<file path="src/rtl/smb_host_pkg.sv">
package smb_host_pkg;

    // Register offsets (software-visible map)
    localparam logic [3:0] OFS_STAT = 4'd0;
    localparam logic [3:0] OFS_CTRL = 4'd2;
    localparam logic [3:0] OFS_CMD  = 4'd3;
    localparam logic [3:0] OFS_ADDR = 4'd4;
    localparam logic [3:0] OFS_DAT0 = 4'd5;
    localparam logic [3:0] OFS_DAT1 = 4'd6;
    localparam logic [3:0] OFS_BLK  = 4'd7;
    localparam logic [3:0] OFS_PEC  = 4'd8;
    localparam logic [3:0] OFS_AUXS = 4'd12;
    localparam logic [3:0] OFS_AUXC = 4'd13;

    // Status bit positions
    localparam int SB_BUSY  = 0;
    localparam int SB_INTR  = 1;
    localparam int SB_DEV   = 2;
    localparam int SB_BUS   = 3;
    localparam int SB_FAIL  = 4;
    localparam int SB_ALERT = 5;
    localparam int SB_INUSE = 6;
    localparam int SB_BYTE  = 7;

    // Control bit positions
    localparam int CB_KILL  = 1;
    localparam int CB_CMDLO = 2;
    localparam int CB_START = 6;
    localparam int CB_PEC   = 7;

    // Sticky flags that block a new start
    localparam logic [7:0] STICKY_MASK = 8'b1001_1110;

    typedef enum logic [1:0] {
        ST_IDLE  = 2'd0,
        ST_ISSUE = 2'd1,
        ST_RUN   = 2'd2
    } host_state_e;

endpackage

</file>
<file path="src/rtl/smb_host_fsm.sv">
module smb_host_fsm
    import smb_host_pkg::*;
(
    input  logic clk,
    input  logic rst_n,
    input  logic start_wr,
    input  logic start_kill,
    input  logic sticky_any,
    input  logic kill_lvl,
    input  logic eng_done,
    input  logic eng_nak,
    input  logic eng_lost,
    output logic busy,
    output logic issue,
    output logic accept,
    output logic ev_done,
    output logic ev_nak,
    output logic ev_lost,
    output logic ev_kill
);

    host_state_e state_q, state_d;

    always_ff @(posedge clk or negedge rst_n) begin
        if (!rst_n) state_q <= ST_IDLE;
        else        state_q <= state_d;
    end

    always_comb begin
        state_d = state_q;
        accept  = 1'b0;
        ev_done = 1'b0;
        ev_nak  = 1'b0;
        ev_lost = 1'b0;
        ev_kill = 1'b0;
        unique case (state_q)
            ST_IDLE: begin
                if (start_wr && !start_kill && !sticky_any) begin
                    accept  = 1'b1;
                    state_d = ST_ISSUE;
                end
            end
            ST_ISSUE: begin
                if (kill_lvl) begin
                    ev_kill = 1'b1;
                    state_d = ST_IDLE;
                end else begin
                    state_d = ST_RUN;
                end
            end
            ST_RUN: begin
                if (kill_lvl) begin
                    ev_kill = 1'b1;
                    state_d = ST_IDLE;
                end else if (eng_lost) begin
                    ev_lost = 1'b1;
                    state_d = ST_IDLE;
                end else if (eng_nak) begin
                    ev_nak  = 1'b1;
                    state_d = ST_IDLE;
                end else if (eng_done) begin
                    ev_done = 1'b1;
                    state_d = ST_IDLE;
                end
            end
            default: state_d = ST_IDLE;
        endcase
    end

    always_comb begin
        busy  = (state_q != ST_IDLE);
        issue = (state_q == ST_ISSUE);
    end

    p_req_one_cycle_r3: assert property (@(posedge clk) disable iff (!rst_n)
        issue |=> !issue);

    p_no_req_when_busy_r4: assert property (@(posedge clk) disable iff (!rst_n)
        issue |-> !$past(busy));

    p_no_req_with_flags_r5: assert property (@(posedge clk) disable iff (!rst_n)
        issue |-> !$past(sticky_any));

    p_kill_drops_busy_r9: assert property (@(posedge clk) disable iff (!rst_n)
        (busy && kill_lvl) |=> !busy);

endmodule

</file>
<file path="src/rtl/smb_status_flags.sv">
module smb_status_flags
    import smb_host_pkg::*;
(
    input  logic       clk,
    input  logic       rst_n,
    input  logic       busy,
    input  logic       ev_done,
    input  logic       ev_nak,
    input  logic       ev_lost,
    input  logic       ev_kill,
    input  logic       set_byte,
    input  logic       set_alert,
    input  logic       sem_rd,
    input  logic       w1c_we,
    input  logic [7:1] w1c_mask,
    output logic [7:0] stat,
    output logic       sticky_any
);

    logic [7:1] flag_q;
    logic [7:1] set_vec;
    logic [7:1] clr_vec;

    always_comb begin
        set_vec           = '0;
        set_vec[SB_BYTE]  = set_byte;
        set_vec[SB_INUSE] = sem_rd;
        set_vec[SB_ALERT] = set_alert;
        set_vec[SB_FAIL]  = ev_kill;
        set_vec[SB_BUS]   = ev_lost;
        set_vec[SB_DEV]   = ev_nak;
        set_vec[SB_INTR]  = ev_done | ev_nak;
        clr_vec           = w1c_we ? w1c_mask : '0;
    end

    for (genvar gi = 1; gi < 8; gi++) begin : g_flag
        always_ff @(posedge clk or negedge rst_n) begin
            if (!rst_n) flag_q[gi] <= 1'b0;
            else        flag_q[gi] <= set_vec[gi] | (flag_q[gi] & ~clr_vec[gi]);
        end
    end

    always_comb begin
        stat       = {flag_q, busy};
        sticky_any = |(stat & STICKY_MASK);
    end

    p_done_sets_intr_r6: assert property (@(posedge clk) disable iff (!rst_n)
        ev_done |=> stat[SB_INTR]);

    p_nak_sets_dev_r7: assert property (@(posedge clk) disable iff (!rst_n)
        ev_nak |=> (stat[SB_DEV] && stat[SB_INTR]));

    p_lost_sets_bus_r8: assert property (@(posedge clk) disable iff (!rst_n)
        ev_lost |=> stat[SB_BUS]);

    p_kill_sets_fail_r9: assert property (@(posedge clk) disable iff (!rst_n)
        ev_kill |=> stat[SB_FAIL]);

endmodule

</file>
<file path="src/rtl/smb_blk_port.sv">
module smb_blk_port #(
    parameter int DEPTH = 32
) (
    input  logic       clk,
    input  logic       rst_n,
    input  logic       buf_mode,
    input  logic       we,
    input  logic       re,
    input  logic       idx_clr,
    input  logic [7:0] wdata,
    output logic [7:0] rdata
);

    logic [7:0] single_q;

    if (DEPTH > 1) begin : g_buf
        localparam int IW = $clog2(DEPTH);
        localparam logic [IW-1:0] LAST = IW'(DEPTH - 1);

        logic [7:0]    mem [DEPTH];
        logic [IW-1:0] idx_q;
        logic [IW-1:0] idx_nx;

        always_comb idx_nx = (idx_q == LAST) ? '0 : idx_q + 1'b1;

        always_ff @(posedge clk or negedge rst_n) begin
            if (!rst_n) begin
                idx_q    <= '0;
                single_q <= '0;
            end else if (idx_clr) begin
                idx_q <= '0;
            end else if (we) begin
                if (buf_mode) idx_q    <= idx_nx;
                else          single_q <= wdata;
            end else if (re && buf_mode) begin
                idx_q <= idx_nx;
            end
        end

        always_ff @(posedge clk) begin
            if (we && buf_mode && !idx_clr) mem[idx_q] <= wdata;
        end

        always_comb rdata = buf_mode ? mem[idx_q] : single_q;
    end else begin : g_single
        always_ff @(posedge clk or negedge rst_n) begin
            if (!rst_n)  single_q <= '0;
            else if (we) single_q <= wdata;
        end
        always_comb rdata = single_q;
    end

endmodule

</file>
<file path="src/rtl/smb_host_regfile.sv">
module smb_host_regfile
    import smb_host_pkg::*;
(
    input  logic       clk,
    input  logic       rst_n,
    input  logic       wr,
    input  logic [3:0] addr,
    input  logic [7:0] wdata,
    input  logic       crc_err,
    output logic [7:0] ctrl_q,
    output logic [7:0] cmd_q,
    output logic [7:0] addr_q,
    output logic [7:0] dat0_q,
    output logic [7:0] dat1_q,
    output logic [7:0] pec_q,
    output logic [1:0] auxc_q,
    output logic       auxs_q
);

    always_ff @(posedge clk or negedge rst_n) begin
        if (!rst_n) begin
            ctrl_q <= '0;
            cmd_q  <= '0;
            addr_q <= '0;
            dat0_q <= '0;
            dat1_q <= '0;
            pec_q  <= '0;
            auxc_q <= '0;
        end else if (wr) begin
            unique case (addr)
                OFS_CTRL: ctrl_q <= wdata & ~(8'd1 << CB_START);
                OFS_CMD:  cmd_q  <= wdata;
                OFS_ADDR: addr_q <= wdata;
                OFS_DAT0: dat0_q <= wdata;
                OFS_DAT1: dat1_q <= wdata;
                OFS_PEC:  pec_q  <= wdata;
                OFS_AUXC: auxc_q <= wdata[1:0];
                default: ;
            endcase
        end
    end

    always_ff @(posedge clk or negedge rst_n) begin
        if (!rst_n) auxs_q <= 1'b0;
        else        auxs_q <= crc_err | (auxs_q & ~(wr && addr == OFS_AUXS && wdata[0]));
    end

endmodule

</file>
<file path="src/rtl/smb_host_regs.sv">
module smb_host_regs
    import smb_host_pkg::*;
#(
    parameter int BUF_DEPTH = 32,
    parameter int CMD_W     = 4
) (
    input  logic             clk,
    input  logic             rst_n,
    input  logic             reg_wr,
    input  logic             reg_rd,
    input  logic [3:0]       reg_addr,
    input  logic [7:0]       reg_wdata,
    output logic [7:0]       reg_rdata,
    output logic             eng_req,
    output logic [CMD_W-1:0] eng_cmd,
    output logic             eng_pec,
    output logic             eng_abort,
    input  logic             eng_done,
    input  logic             eng_nak,
    input  logic             eng_lost,
    input  logic             eng_byte,
    input  logic             eng_crc_err,
    input  logic             alert_in
);

    localparam int CMD_HI = CB_CMDLO + CMD_W - 1;

    logic       wr_stat, wr_ctrl, wr_blk, rd_stat, rd_ctrl, rd_blk;
    logic       start_wr, busy, issue, accept, sticky_any;
    logic       ev_done, ev_nak, ev_lost, ev_kill;
    logic [7:0] stat, ctrl_q, cmd_q, addr_q, dat0_q, dat1_q, pec_q, blk_rd;
    logic [1:0] auxc_q;
    logic       auxs_q;

    always_comb begin
        wr_stat  = reg_wr && (reg_addr == OFS_STAT);
        wr_ctrl  = reg_wr && (reg_addr == OFS_CTRL);
        wr_blk   = reg_wr && (reg_addr == OFS_BLK);
        rd_stat  = reg_rd && (reg_addr == OFS_STAT);
        rd_ctrl  = reg_rd && (reg_addr == OFS_CTRL);
        rd_blk   = reg_rd && (reg_addr == OFS_BLK);
        start_wr = wr_ctrl && reg_wdata[CB_START];
    end

    smb_host_fsm u_fsm (
        .clk        (clk),
        .rst_n      (rst_n),
        .start_wr   (start_wr),
        .start_kill (reg_wdata[CB_KILL]),
        .sticky_any (sticky_any),
        .kill_lvl   (ctrl_q[CB_KILL]),
        .eng_done   (eng_done),
        .eng_nak    (eng_nak),
        .eng_lost   (eng_lost),
        .busy       (busy),
        .issue      (issue),
        .accept     (accept),
        .ev_done    (ev_done),
        .ev_nak     (ev_nak),
        .ev_lost    (ev_lost),
        .ev_kill    (ev_kill)
    );

    smb_status_flags u_flags (
        .clk        (clk),
        .rst_n      (rst_n),
        .busy       (busy),
        .ev_done    (ev_done),
        .ev_nak     (ev_nak),
        .ev_lost    (ev_lost),
        .ev_kill    (ev_kill),
        .set_byte   (eng_byte),
        .set_alert  (alert_in),
        .sem_rd     (rd_stat),
        .w1c_we     (wr_stat),
        .w1c_mask   (reg_wdata[7:1]),
        .stat       (stat),
        .sticky_any (sticky_any)
    );

    smb_host_regfile u_rf (
        .clk     (clk),
        .rst_n   (rst_n),
        .wr      (reg_wr),
        .addr    (reg_addr),
        .wdata   (reg_wdata),
        .crc_err (eng_crc_err),
        .ctrl_q  (ctrl_q),
        .cmd_q   (cmd_q),
        .addr_q  (addr_q),
        .dat0_q  (dat0_q),
        .dat1_q  (dat1_q),
        .pec_q   (pec_q),
        .auxc_q  (auxc_q),
        .auxs_q  (auxs_q)
    );

    smb_blk_port #(.DEPTH(BUF_DEPTH)) u_blk (
        .clk      (clk),
        .rst_n    (rst_n),
        .buf_mode (auxc_q[1]),
        .we       (wr_blk),
        .re       (rd_blk),
        .idx_clr  (rd_ctrl),
        .wdata    (reg_wdata),
        .rdata    (blk_rd)
    );

    // Command and PEC enable are captured on the accepting write
    always_ff @(posedge clk or negedge rst_n) begin
        if (!rst_n) begin
            eng_cmd <= '0;
            eng_pec <= 1'b0;
        end else if (accept) begin
            eng_cmd <= reg_wdata[CMD_HI:CB_CMDLO];
            eng_pec <= reg_wdata[CB_PEC];
        end
    end

    always_comb begin
        eng_req   = issue;
        eng_abort = ctrl_q[CB_KILL];
        unique case (reg_addr)
            OFS_STAT: reg_rdata = stat;
            OFS_CTRL: reg_rdata = ctrl_q;
            OFS_CMD:  reg_rdata = cmd_q;
            OFS_ADDR: reg_rdata = addr_q;
            OFS_DAT0: reg_rdata = dat0_q;
            OFS_DAT1: reg_rdata = dat1_q;
            OFS_BLK:  reg_rdata = blk_rd;
            OFS_PEC:  reg_rdata = pec_q;
            OFS_AUXS: reg_rdata = {7'd0, auxs_q};
            OFS_AUXC: reg_rdata = {6'd0, auxc_q};
            default:  reg_rdata = 8'd0;
        endcase
    end

    p_cmd_held_in_run_r4: assert property (@(posedge clk) disable iff (!rst_n)
        (busy && !issue) |-> ($stable(eng_cmd) && $stable(eng_pec)));

    p_busy_bit_matches_req_r3: assert property (@(posedge clk) disable iff (!rst_n)
        eng_req |-> stat[SB_BUSY]);

endmodule

</file>
<file path="config.mk">
export PLATFORM = sky130hd
export DESIGN_NAME = smb_host_regs
export DESIGN_NICKNAME = d
export VERILOG_FILES = /design/src/rtl/smb_host_pkg.sv /design/src/rtl/smb_host_fsm.sv /design/src/rtl/smb_status_flags.sv /design/src/rtl/smb_blk_port.sv /design/src/rtl/smb_host_regfile.sv /design/src/rtl/smb_host_regs.sv
export SDC_FILE = /design/constraint.sdc
export NUM_CORES = 1
export LEC_CHECK = 0
export BUFFER_PORTS_ARGS = -buffer_cell sky130_fd_sc_hd__buf_2
export CAP_MARGIN = 20
export CORE_UTILIZATION = 49
export CTS_CLUSTER_DIAMETER = 30
export DETAILED_ROUTE_END_ITERATION = 10
export GPL_TIMING_DRIVEN = 0
export HOLD_SLACK_MARGIN = 0.06
export PLACE_DENSITY = 0.71
export SYNTH_ARGS = -nofsm -noshare
export SYNTH_HDL_FRONTEND = slang
export SYNTH_SLANG_ARGS = --single-unit
export TNS_END_PERCENT = 50
</file>
<file path="constraint.sdc">
create_clock -name clk -period 2.9 [get_ports clk]
set_input_delay 0.145 -clock clk [delete_from_list [all_inputs] [get_ports clk]]
set_output_delay 0.145 -clock clk [all_outputs]
set_load 0.01 [all_outputs]
</file>
======== Word-level counts from Yosys, hierarchy flattened ========
Memory sizes are Yosys's and may differ from the RTL's.
Cells that the tools add are included.
storage, ports and cells
  flip-flop bits (word level) ............. 77
  latch bits .............................. 0
  memory bits (writable) .................. 256
  memory bits (read-only) ................. 0
  input bits .............................. 22
  output and inout bits ................... 15
  word-level logic and storage cells ...... 130
  memories ................................ 1
operators by class
  add/sub/neg operators ................... 1
  $mul .................................... 0
  div/mod/pow operators ................... 0
  order comparisons ....................... 0
  equal/unequal tests ..................... 15
  shifts and indexed selects .............. 0
  mux-type cells .......................... 33
  bitwise logic cells ..................... 27
  reduce and logical (&&, ||, !) cells .... 33
memories
  memory           depth  bits a word  read ports  clocked after Yosys merged registers in  write ports  RTL line            source
  u_blk.g_buf.mem  32     8            1           0                                        1            smb_blk_port.sv:20  logic [7:0] mem [DEPTH];
operator list
  cell                 count
  $pmux 8 s10          1
  $mux 5               5
  $mux 1               18
  $reduce_and 2->1     9
  $eq 4x3->1 const B   4
  $logic_and 1x1->1    14
  $eq 4x4->1 const B   3
  $mux 2               6
  $not 1->1            10
  $or 1x1->1           9
  $and 1x1->1          8
  $eq 4x2->1 const B   2
  $mux 8               1
  $mux 7               1
  $pmux 2 s3           1
  $add 5x1->5 const B  1
  $eq 5x5->1 const B   1
  $ne 5x4->1 const B   1
  $reduce_or 5->1      1
  $logic_not 4->1      1
  $logic_not 1->1      3
  $ne 3x3->1 const B   1
  $reduce_and 3->1     1
  $reduce_bool 3->1    1
  6 further kinds      6

======== Longest topological paths before layout ========
Gate-level depths: netlist of run 1.
  depth in word-level cells ............... 7
  mapped depth ............................ 10
  mapped depth without buffers ............ 8

======== Cells and area by module ========
From an unflattened synthesis of run 1, not the netlist that was laid out.
unflattened totals
  cell total of the unflattened synthesis .. 825
  area, all modules ....................... 14262.4 um^2
modules (own cells, without submodules)
  module            times used  cells an instance  area each (um^2)
  smb_blk_port      1           542                10740.3
  smb_host_regfile  1           119                2013.2
  smb_host_regs     1           117                1028.5
  smb_status_flags  1           25                 275.3
  smb_host_fsm      1           22                 205.2

======== Worst setup path before layout of run 1 ========
No wires, ideal clock.
  kind .................................... register to register
  from .................................... register u_blk.g_buf.idx_q[1]
  to ...................................... memory u_blk.g_buf.mem[5][0] (enable)
  library setup time ...................... 370 ps
  data arrival time ....................... 1797 ps
  setup slack ............................. 733 ps
  cell stages (with the launch flop) ...... 9
  buffers on the path ..................... 4
  period minus slack after synthesis ...... 2167 ps
  cells stage by stage .................... dfrtp_1 > buf_6 > buf_4 > buf_4 > buf_2 > inv_1 > ha_1 > nand2_1 > nor2_1
RTL lines
  what                    RTL line            source
  from (decl)             smb_blk_port.sv:21  logic [IW-1:0] idx_q;
  from (signal assigned)  smb_blk_port.sv:33  if (buf_mode) idx_q <= idx_nx;
  from (signal assigned)  smb_blk_port.sv:36  idx_q <= idx_nx;
  to (decl)               smb_blk_port.sv:20
No word-level cell before the write port.

======== Worst setup path in the final report of run 1 ========
  from .................................... register u_blk.g_buf.idx_q[1]
  to ...................................... output reg_rdata[0]
between the ends
  word-level cells in the longest chain between the ends .. 3
ends and longest elaborated chain
  what          RTL line              source
  $mem_v2 32x8  --
  $mux 8        smb_blk_port.sv:44    always_comb rdata = buf_mode ? mem[idx_q] : single_q;
  $pmux 8 s10   smb_host_regs.sv:123  unique case (reg_addr)
  to (decl)     smb_host_regs.sv:13   output logic [7:0] reg_rdata,
No other way between the ends.

==> impl_metrics.json, run 1 <==
{
  "antenna_found_initial": 0,
  "status": "finished with violations",
  "synthCells": 837,
  "io_pins": 37,
  "crit_type": "flip-flop to primary output",
  "crit_chain": "buf_12 -> mux2i_4 -> nor3_2 -> or4_4 -> a222oi_1 -> a21oi_2 -> a221o_1 -> buf_2",
  "vdd_drop_max_uv": 535,
  "h-tree-depth": 2,
  "max_freq_ghz": 0.322,
  "grt_pass1_vias": 8345,
  "synth.area.top_cells": "edfxtp_1 55%, dfrtp_1 14%, mux4_2 7.5%",
  "path_buf_inv": 2,
  "cpLargestDelayFamily": "compound AO/OA/AOI/OAI gates",
  "grt_max_degree": 60,
  "tightest_slew_ps": 924,
  "drv_cap": 0,
  "cts_tree": "yes",
  "avgSynthCellArea_um2": 16.6,
  "nNetsFinal": 978,
  "drt_wl_total_um": 35100,
  "p_total_uw": 13800,
  "die_w_um": 170,
  "drt_iter0_markers": 865,
  "area_delta_synth_final_pct": 22.8,
  "cts_made_buffers": 52,
  "crit_fanout": 10,
  "synth-seq-cells": 333,
  "design.core.area_um2": 27900,
  "grt_overflow_total": 0,
  "synth.largest_area_cell": "edfxtp_1",
  "grt_pass1_wl_um": 52500,
  "layout_min_cycle_time_ps": 3110,
  "yosys_warnings": 0,
  "max_stage_delay_ps": 570,
  "clk_pin_slew_ps": 50,
  "finalHoldViolations": 0,
  "finalSetupViolations": 8,
  "seq_area_frac_synth_pct": 69.2,
  "vias": 8335,
  "die_h_um": 170,
  "dp_cells": 1250,
  "wl_per_cell_um": 25.6,
  "setup.worst_path.start_class": "flip-flop",
  "initial_utilization_pct": 49.9,
  "fin_ws_ps": -206,
  "rsz0062_at_grt": "true",
  "synth-async-reset-ratio_pct": 23.1,
  "violations": "setup timing",
  "slew_viol_final": 0,
  "row_count": 61,
  "nFillCells": 1985,
  "worstPathRequired_ps": 2760,
  "clockRootBuffer": "clkbuf_16",
  "ant_nets": 0,
  "clock_path_buffers": 3,
  "worst-r2r-setup-slack_ps": 20,
  "p_leak_uw": 0.00592,
  "viasPerCell": 6.08,
  "synth_ff_type": "edfxtp_1",
  "grt_usage_pct": 25.1,
  "io_buffers": 34,
  "drive_gt1_share_pct": 34.7,
  "clkSinkCount": 333,
  "mostFrequentLayoutCells": "256 x edfxtp_1, 76 x dfrtp_1, 66 x mux2_2, 53 x clkbuf_16",
  "first_pass_iters": 6,
  "drc": 0,
  "final_cells": 1370,
  "place_congestion": 0.938,
  "hold_class": "input pin to flip-flop",
  "synth_top_area_share_pct": 55.3,
  "dp_hpwl_um": 21500,
  "p_per_area_nw_per_um2": 808,
  "clock_latency_ps": 580,
  "synth-edff-count": 256,
  "finalCritPeriodShare_pct": 107,
  "synth.distinct_cells": 62,
  "cp-end-kind": "primary output",
  "die_area_um2": 29000,
  "layout_commonest_cell": "edfxtp_1",
  "synth.cell_area_um2": 13900,
  "relSlewSlack_pct": 38.4,
  "skew_ps": 45.3,
  "syn_nets": 867,
  "crit_arrival_ps": 2960,
  "diodes": 0,
  "slowest_stage": "or4_4"
}
[Yosys cell counts (3+ instances only)]
cell type and number:
clkbuf_1 16, dfrtp_1 77, nand2b_1 6, nand3_1 18
nor3_1 9, o221ai_1 7, buf_2 18, or3_1 3
o22a_1 3, or4_1 3, nor2b_1 10, a2111oi_0 4
nor4_1 3, mux2_2 66, and3_1 6, a221oi_1 3
buf_4 5, edfxtp_1 256, nor2_1 58, o22ai_1 5
a31oi_1 6, mux2i_1 50, o21ai_0 26, ha_1 8
a22oi_1 11, inv_1 12, a32o_1 4, a22o_1 4
a21oi_1 16, buf_6 3, mux4_2 46, nand2_1 30
[worst paths after layout]
check,to,from,depth (start not counted)
max,reg_rdata[0],u_blk.g_buf.idx_q[1]$_DFFE_PN0P_,8
min,u_rf.auxs_q$_DFF_PN0_,reg_wr,4
max reg2reg,u_blk.g_buf.mem[14][6]$_DFFE_PP_,u_rf.auxc_q[1]$_DFFE_PN0P_,5
min reg2reg,u_flags.stat[5]$_DFF_PN0_,u_flags.stat[5]$_DFF_PN0_,1
max in group asynchronous,u_rf.ctrl_q[3]$_DFFE_PN0N_,rst_n,3
min in group asynchronous,u_rf.dat0_q[7]$_DFFE_PN0P_,rst_n,3
[tightest hold or removal path, stage by stage]
cell and delay (ps):
clkbuf_1 190, nand4_1 160, o21ai_0 90, nand2b_1 70
[layer usage]
layer / vias to the layer above / wire length, µm / GRT usage (%)
met3: 94 / 2760 / 4.23
met5: - / 0 / 0
li1: 3553 / - / -
met1: 4269 / 14700 / 35.1
met2: 419 / 16600 / 39.9
met4: 0 / 1140 / 8.89
[area by class of cell]
cell class | instances | area, µm² | area share, %
Sequential cell | 333 | 9620 | 56.3
Multi-Input combinational cell | 446 | 4280 | 25.1
Clock buffer | 60 | 1390 | 8.16
Clock inverter | 38 | 497 | 2.91
Tap cell | 378 | 473 | 2.77
Timing Repair Buffer | 57 | 393 | 2.30
Buffer | 45 | 369 | 2.16
Inverter | 13 | 51.3 | 0.301
[registers in the layout (all words and copies together) (netlist names), 2 cells and up]
name and flops:
u_blk.g_buf.idx_q 5, u_blk.g_buf.mem 256, u_flags.stat 7, u_rf.addr_q 8
u_blk.single_q 8, u_rf.ctrl_q 7, u_rf.auxc_q 2, u_rf.dat0_q 8
u_fsm.state_q 2, u_rf.dat1_q 8, u_rf.pec_q 8, u_rf.cmd_q 8
eng_cmd 4
[logic make-up after synthesis]
logic type	Yosys count	share of synthesized area, %
AOI/OAI and AO/OA	111	5.54
adders and majority gates	8	0.720
buffers and inverters	58	2.14
DFF	333	69.2
muxes	162	16.4
and+or+nand+nor	165	6.01
[per-stage QoR]
step	setup WS [ps]	util [%]	TNS [ps]	area [µm²]	hold slack (ps)
final	-206	61.3	-982	17100	124
after global routing	-234	61.3	-2940	17100	173
after CTS	-183	60.7	-959	16900	76.8
after detailed placement	-392	52.3	-15370	14600	43.1
after global placement	-400	52.2	-7660	14500	323
after floorplan	733	-	0	13900	-151
[power by group]
part	internal (µW)	leakage [µW]	switching (µW)	total, µW
clock	4220	0.000897	2350	6570
sequential	5360	0.00326	127	5490
combinational	807	0.00177	931	1740
total	10400	0.00592	3400	13800
[timing repair]
item / in CTS / in global routing
hold buffers: 11 / 0
buffers inserted: 7 / 4
endpoints found under the setup margin: 139 / 203
gates resized for setup: 70 / 42
pin swaps: 10 / 6
cloned: 0 / 0
endpoints found under the hold margin: 86 / 0
No activity file was read; power rests on OpenSTA's default activity.
==> run 2: changes to the inputs <==
Clock period 2.9 ns to 3.9 ns, I/O delays scaled along.
==> run 2 against run 1 <==
Against the previous run: the flow now finishes without violations; wire length down 1.6%; global-route usage down 0.39 points; clock-buffer cell count unchanged; clock power down 26%; design area down 2.9%; worst hold slack better by 35 ps; sequential power down 26%; critical path depth unchanged; total power down 27%; largest cell class unchanged; highest routed layer unchanged.
==> impl_metrics.json, run 2 (same netlist as run 1, synthesis figures left out) <==
{
  "status": "complete, no violations",
  "seqCellArea_um2": 9610,
  "die_w_um": 170,
  "cts_tree": "yes",
  "dpl-instance-area_um2": 14600,
  "setup.worst_path.start_class": "flip-flop",
  "io_buffers": 34,
  "antenna_found_initial": 0,
  "drc": 0,
  "worst-r2r-setup-slack_ps": 790,
  "h-tree-depth": 2,
  "hold_depth": 4,
  "fin_ws_ps": 123,
  "crit_chain": "buf_2 -> clkbuf_1 -> buf_1 -> mux2i_1 -> o21ai_0 -> a21oi_1 -> o21ai_0 -> buf_2",
  "io_pins": 37,
  "drt_iter0_markers": 865,
  "fin_area_um2": 16600,
  "rsz0062_at_grt": "false",
  "grt.busiest_layer": "met2",
  "layout_commonest_cell": "edfxtp_1",
  "grt_pass1_wl_um": 51900,
  "max_stage_delay_ps": 570,
  "grt_pass1_vias": 8269,
  "clock_latency_ps": 570,
  "clk_pin_slew_ps": 50,
  "first_pass_iters": 7,
  "max_freq_ghz": 0.265,
  "power_frac_seq_pct": 40.4,
  "p_clk_share_pct": 48.3,
  "r2r-start": "u_blk.g_buf.idx_q[4]$_DFFE_PN0P_",
  "crit_arrival_ps": 3580,
  "wl_per_cell_um": 25.4,
  "use_met2_pct": 38.9,
  "r2r_cells": 5,
  "area_delta_synth_final_pct": 19.2,
  "relSlewSlack_pct": 38.4,
  "row_count": 61,
  "drt_wl_total_um": 34600,
  "clock_path_buffers": 3,
  "fin_setup_tns_ps": 0,
  "finalCritPeriodShare_pct": 96.9,
  "dp_hpwl_um": 21500,
  "hold-worst-slack_ps": 159,
  "worstPathRequired_ps": 3700,
  "grt_usage_pct": 24.7,
  "mostFrequentLayoutCells": "256 x edfxtp_1, 77 x dfrtp_1, 66 x mux2_2, 58 x nor2_1, 53 x clkbuf_16",
  "diodes": 0,
  "viasPerCell": 6.08,
  "finalHoldViolations": 0,
  "cpLargestDelayFamily": "buffers and inverters",
  "place_ws_ps": 558,
  "p_leak_uw": 0.00579,
  "largest-register": "u_blk.g_buf.mem",
  "cp-end-kind": "primary output",
  "path_buf_inv": 4,
  "slowest_stage": "clkbuf_1",
  "design.core.area_um2": 27900,
  "vdd_drop_max_uv": 399,
  "slew_viol_final": 0,
  "crit_type": "flip-flop to primary output",
  "power_frac_comb_pct": 11.3,
  "holdPathEnd": "u_rf.auxs_q$_DFF_PN0_",
  "hold_class": "input pin to flip-flop",
  "tightest_slew_ps": 925,
  "use_met3_pct": 5.02,
  "cts_made_buffers": 52,
  "skew_ps": 37.7,
  "min_from": "reg_wr",
  "die_area_um2": 29000,
  "crit_start": "u_blk.g_buf.idx_q[4]$_DFFE_PN0P_",
  "multi_input_area_um2": 3990,
  "grt_max_degree": 60,
  "grt_overflow_total": 0,
  "use_met1_pct": 34.2,
  "die_h_um": 170,
  "p_per_area_nw_per_um2": 609,
  "finalSetupViolations": 0,
  "drv_cap": 0,
  "nFillCells": 2053,
  "clockRootBuffer": "clkbuf_16",
  "vias": 8267,
  "final_cells": 1359,
  "largest_reg_flops": 256,
  "power.switching_uw": 2460,
  "r2r-end": "u_blk.g_buf.mem[28][2]$_DFFE_PP_",
  "dp_cells": 1250,
  "p_int_uw": 7630,
  "ant_nets": 0,
  "crit_fanout": 10,
  "nNetsFinal": 967,
  "place_congestion": 0.938,
  "drive_gt1_share_pct": 27.8,
  "clkSinkCount": 333,
  "layout_min_cycle_time_ps": 3780,
  "sw_frac_of_total_pct": 24.4,
  "initial_utilization_pct": 49.9
}
[run 2: cell count changes in the layout (fill, tap and decap cells not counted), moves of 4 or more]
cell,previous run,this run
buf_12,5,1
buf_2,42,51
buf_4,15,6
buf_6,7,3
mux2i_1,46,50
nor2_1,34,58
nor2_2,24,0
o21ai_0,21,26
o21ai_1,6,2
o221ai_1,3,7
o221ai_2,4,0
[run 2: routing by layer]
| metal | part of all wire (%) | wire (µm) | up-vias |
|---|---|---|---|
| met5 | 0 | 0 | - |
| li1 | - | - | 3531 |
| met4 | 3.0 | 1030 | 0 |
| met3 | 8.8 | 3030 | 72 |
| met1 | 41 | 14200 | 4233 |
| met2 | 47 | 16300 | 431 |
[run 2: stage by stage]
step / total power (µW) / utilization [%]
2_1_floorplan: 4840 / -
3_3_place_gp: 5240 / 52.2
3_5_place_dp: 5260 / 52.3
4_1_cts: 10100 / 59.5
5_1_grt: 10400 / 59.5
6_report: 10100 / 59.5
[run 2: how the worst max path moves through the flow]
stage / cells after the start / end / slack [ps]
3_3_place_gp: 9 / reg_rdata[3] / 550
6_report: 8 / reg_rdata[6] / 120
3_5_place_dp: 9 / reg_rdata[3] / 560
2_1_floorplan: 8 / u_blk.g_buf.mem[5][0]$_DFFE_PP_ / 1730
4_1_cts: 9 / reg_rdata[7] / 40
5_1_grt: 7 / reg_rdata[3] / 70
[run 2: cell type report]
class	instances	share of cell area, %
Multi-Input combinational cell	446	24.1
Timing Repair Buffer	46	1.87
Clock buffer	60	8.40
Tap cell	378	2.85
Buffer	45	1.50
Sequential cell	333	58.0
Inverter	13	0.294
Clock inverter	38	3.00
[run 2: what timing repair did]
| action | 4_1_cts | 5_1_grt |
|---|---|---|
| endpoints found under the setup margin | 1 | 1 |
| endpoints found under the hold margin | 85 | 0 |
| hold buffers | 11 | 0 |
| gates cloned | 0 | 0 |
| buffers inserted | 0 | 0 |
| gates resized for setup | 1 | 1 |
[run 2: worst register-to-register path: cells and delay by family (launching register included)]
kind	cells	cell delay, ps
simple gates	2	980
buf+inv	3	1360
flops	1	390
[run 2: power groups by stage]
stage	clock, µW	sequential [µW]	combinational (µW)
final	4870	4080	1140
after global routing	5060	4100	1200
after floorplan	0	4110	732
after detailed placement	0	4140	1120
after CTS	4900	4070	1140
after global placement	0	4130	1100
==> run 3: changes to the inputs <==
Settings changed: RECOVER_POWER from default to 100.
==> run 3 against run 2 <==
Against the previous run: the flow now finishes with violations (capacitance limit, slew limit); sequential power is essentially flat; final cell count unchanged; worst setup slack worse by 25 ps.
==> impl_metrics.json, run 3 (same netlist as run 1, synthesis figures left out) <==
{
  "status": "finished with violations",
  "violations": "capacitance limit, slew limit",
  "critPathMostFrequentCell": "clkbuf_1",
  "clock_path_buffers": 3,
  "crit_path_end": "reg_rdata[6]",
  "relSlewSlack_pct": -83.6,
  "viasPerCell": 6.07,
  "cts_made_buffers": 52,
  "ant_nets": 0,
  "clk_pin_slew_ps": 50,
  "fin_ws_ps": 97.9,
  "max_stage_delay_ps": 570,
  "wl_per_cell_um": 25.4,
  "layout_min_cycle_time_ps": 3800,
  "grt_max_degree": 60,
  "worst-r2r-setup-slack_ps": 660,
  "drc": 0,
  "nFillCells": 2071,
  "layout_commonest_cell": "edfxtp_1",
  "cts_tree": "yes",
  "p_leak_uw": 0.00569,
  "tightest_slew_ps": 2750,
  "die_area_um2": 29000,
  "grt_pass1_wl_um": 51900,
  "r2r-start": "u_blk.g_buf.idx_q[2]$_DFFE_PN0P_",
  "mostFrequentLayoutCells": "256 x edfxtp_1, 77 x dfrtp_1, 66 x mux2_2, 58 x nor2_1, 53 x clkbuf_16",
  "nNetsFinal": 967,
  "area_delta_synth_final_pct": 18.8,
  "io_pins": 37,
  "largest_reg_flops": 256,
  "vdd_drop_max_uv": 399,
  "crit_arrival_ps": 3610,
  "vias": 8249,
  "crit_start": "u_blk.g_buf.idx_q[4]$_DFFE_PN0P_",
  "crit_chain": "buf_2 -> clkbuf_1 -> clkbuf_1 -> mux2i_1 -> o21ai_0 -> a21oi_1 -> o21ai_0 -> clkbuf_1",
  "row_count": 61,
  "worstPathRequired_ps": 3700,
  "grt_pass1_vias": 8269,
  "largest-register": "u_blk.g_buf.mem",
  "grt_usage_pct": 24.7,
  "drt_iter0_markers": 806,
  "p_per_area_nw_per_um2": 611,
  "skew_ps": 37.0,
  "antenna_found_initial": 0,
  "place_congestion": 0.938,
  "crit_type": "flip-flop to primary output",
  "clkSinkCount": 333,
  "die_h_um": 170,
  "path_buf_inv": 4,
  "dp_hpwl_um": 21500,
  "clock_latency_ps": 570,
  "cp-end-kind": "primary output",
  "cpLargestDelayFamily": "buffers and inverters",
  "finalCritPeriodShare_pct": 97.5,
  "drive_gt1_share_pct": 25.1,
  "finalHoldViolations": 0,
  "finalSetupViolations": 0,
  "diodes": 0,
  "drv_cap": 9,
  "setup.worst_path.start_class": "flip-flop",
  "max_freq_ghz": 0.263,
  "crit_fanout": 10,
  "design.core.area_um2": 27900,
  "initial_utilization_pct": 49.9,
  "hold_class": "input pin to flip-flop",
  "drt_wl_total_um": 34500,
  "cp.depth": 8,
  "h-tree-depth": 2,
  "slowest_stage": "clkbuf_1",
  "io_buffers": 34,
  "first_pass_iters": 5,
  "clockRootBuffer": "clkbuf_16",
  "place_ws_ps": 558,
  "r2r-end": "u_blk.g_buf.mem[28][2]$_DFFE_PP_",
  "r2r_cells": 6,
  "die_w_um": 170,
  "grt_overflow_total": 0,
  "fin_setup_tns_ps": 0,
  "rsz0062_at_grt": "false",
  "slew_viol_final": 387
}
## run 3: cell count changes in the layout (fill, tap and decap cells not counted), sizes merged
| cell | before | now |
|---|---|---|
| clkbuf | 76 | 102 |
| clkdlybuf4s25 | 0 | 1 |
| buf | 64 | 37 |
## run 3: final cells by class
| type | instances | area [µm²] | area share, % |
|---|---|---|---|
| flip-flops and latches | 333 | 9610 | 58.2 |
| multi-input cells | 446 | 3980 | 24.1 |
| clock buffers | 60 | 1390 | 8.43 |
| clock inverters | 38 | 497 | 3.01 |
| well taps | 378 | 473 | 2.86 |
| repair buffers | 46 | 263 | 1.59 |
| plain buffers | 45 | 246 | 1.49 |
| inverters | 13 | 48.8 | 0.296 |
## run 3: per-stage QoR
step | power, µW | instances | area (µm²) | util, % | hold WS (ps)
after floorplan | 4840 | 837 | 13900 | - | -101
after global placement | 5240 | 1249 | 14500 | 52.2 | 373
after detailed placement | 5260 | 1250 | 14600 | 52.3 | 93.1
after CTS | 10100 | 1359 | 16600 | 59.5 | 127
after global routing | 10400 | 1359 | 16500 | 59.3 | 223
final | 10100 | 1359 | 16500 | 59.3 | 176
## run 3: timing repair
action,in CTS,in global routing
endpoints found under the setup margin,1,1
pin swaps,0,0
setup buffers,0,0
gates resized for setup,1,1
hold buffers,11,0
endpoints found under the hold margin,85,0
## run 3: how the worst min path moves through the flow
stage	start	end	slack (ps)	depth (start not counted)
final	reg_wr	u_rf.auxs_q$_DFF_PN0_	180	4
after global routing	reg_wr	u_rf.auxs_q$_DFF_PN0_	220	4
after CTS	reg_wr	u_rf.auxs_q$_DFF_PN0_	130	4
after detailed placement	rst_n	u_rf.addr_q[0]$_DFFE_PN0P_	90	1
after global placement	alert_in	u_flags.stat[5]$_DFF_PN0_	370	2
after floorplan	rst_n	eng_cmd[0]$_DFFE_PN0P_	-100	0
## run 3: report_power, final
group | switching [µW] | internal [µW]
clock | 1730 | 3140
sequential | 91.8 | 3990
combinational | 636 | 497
## run 3: layer usage
metal  up-vias  share of wire (%)  global-route usage, %  routed length, µm
met2       384                 47                   38.9              16200
met5         -                  0                      0                  0
met4         0                3.2                   9.09               1100
li1       3531                  -                      -                  -
met1      4251                 41                   34.2              14300
met3        83                8.4                   5.02               2910
## run 3: worst register-to-register path: stages, from the launching register on
cell and delay [ps]:
dfrtp_1 370, clkbuf_1 330, buf_2 320, clkbuf_1 450
clkbuf_1 440, nand3_1 230, nor2_1 750
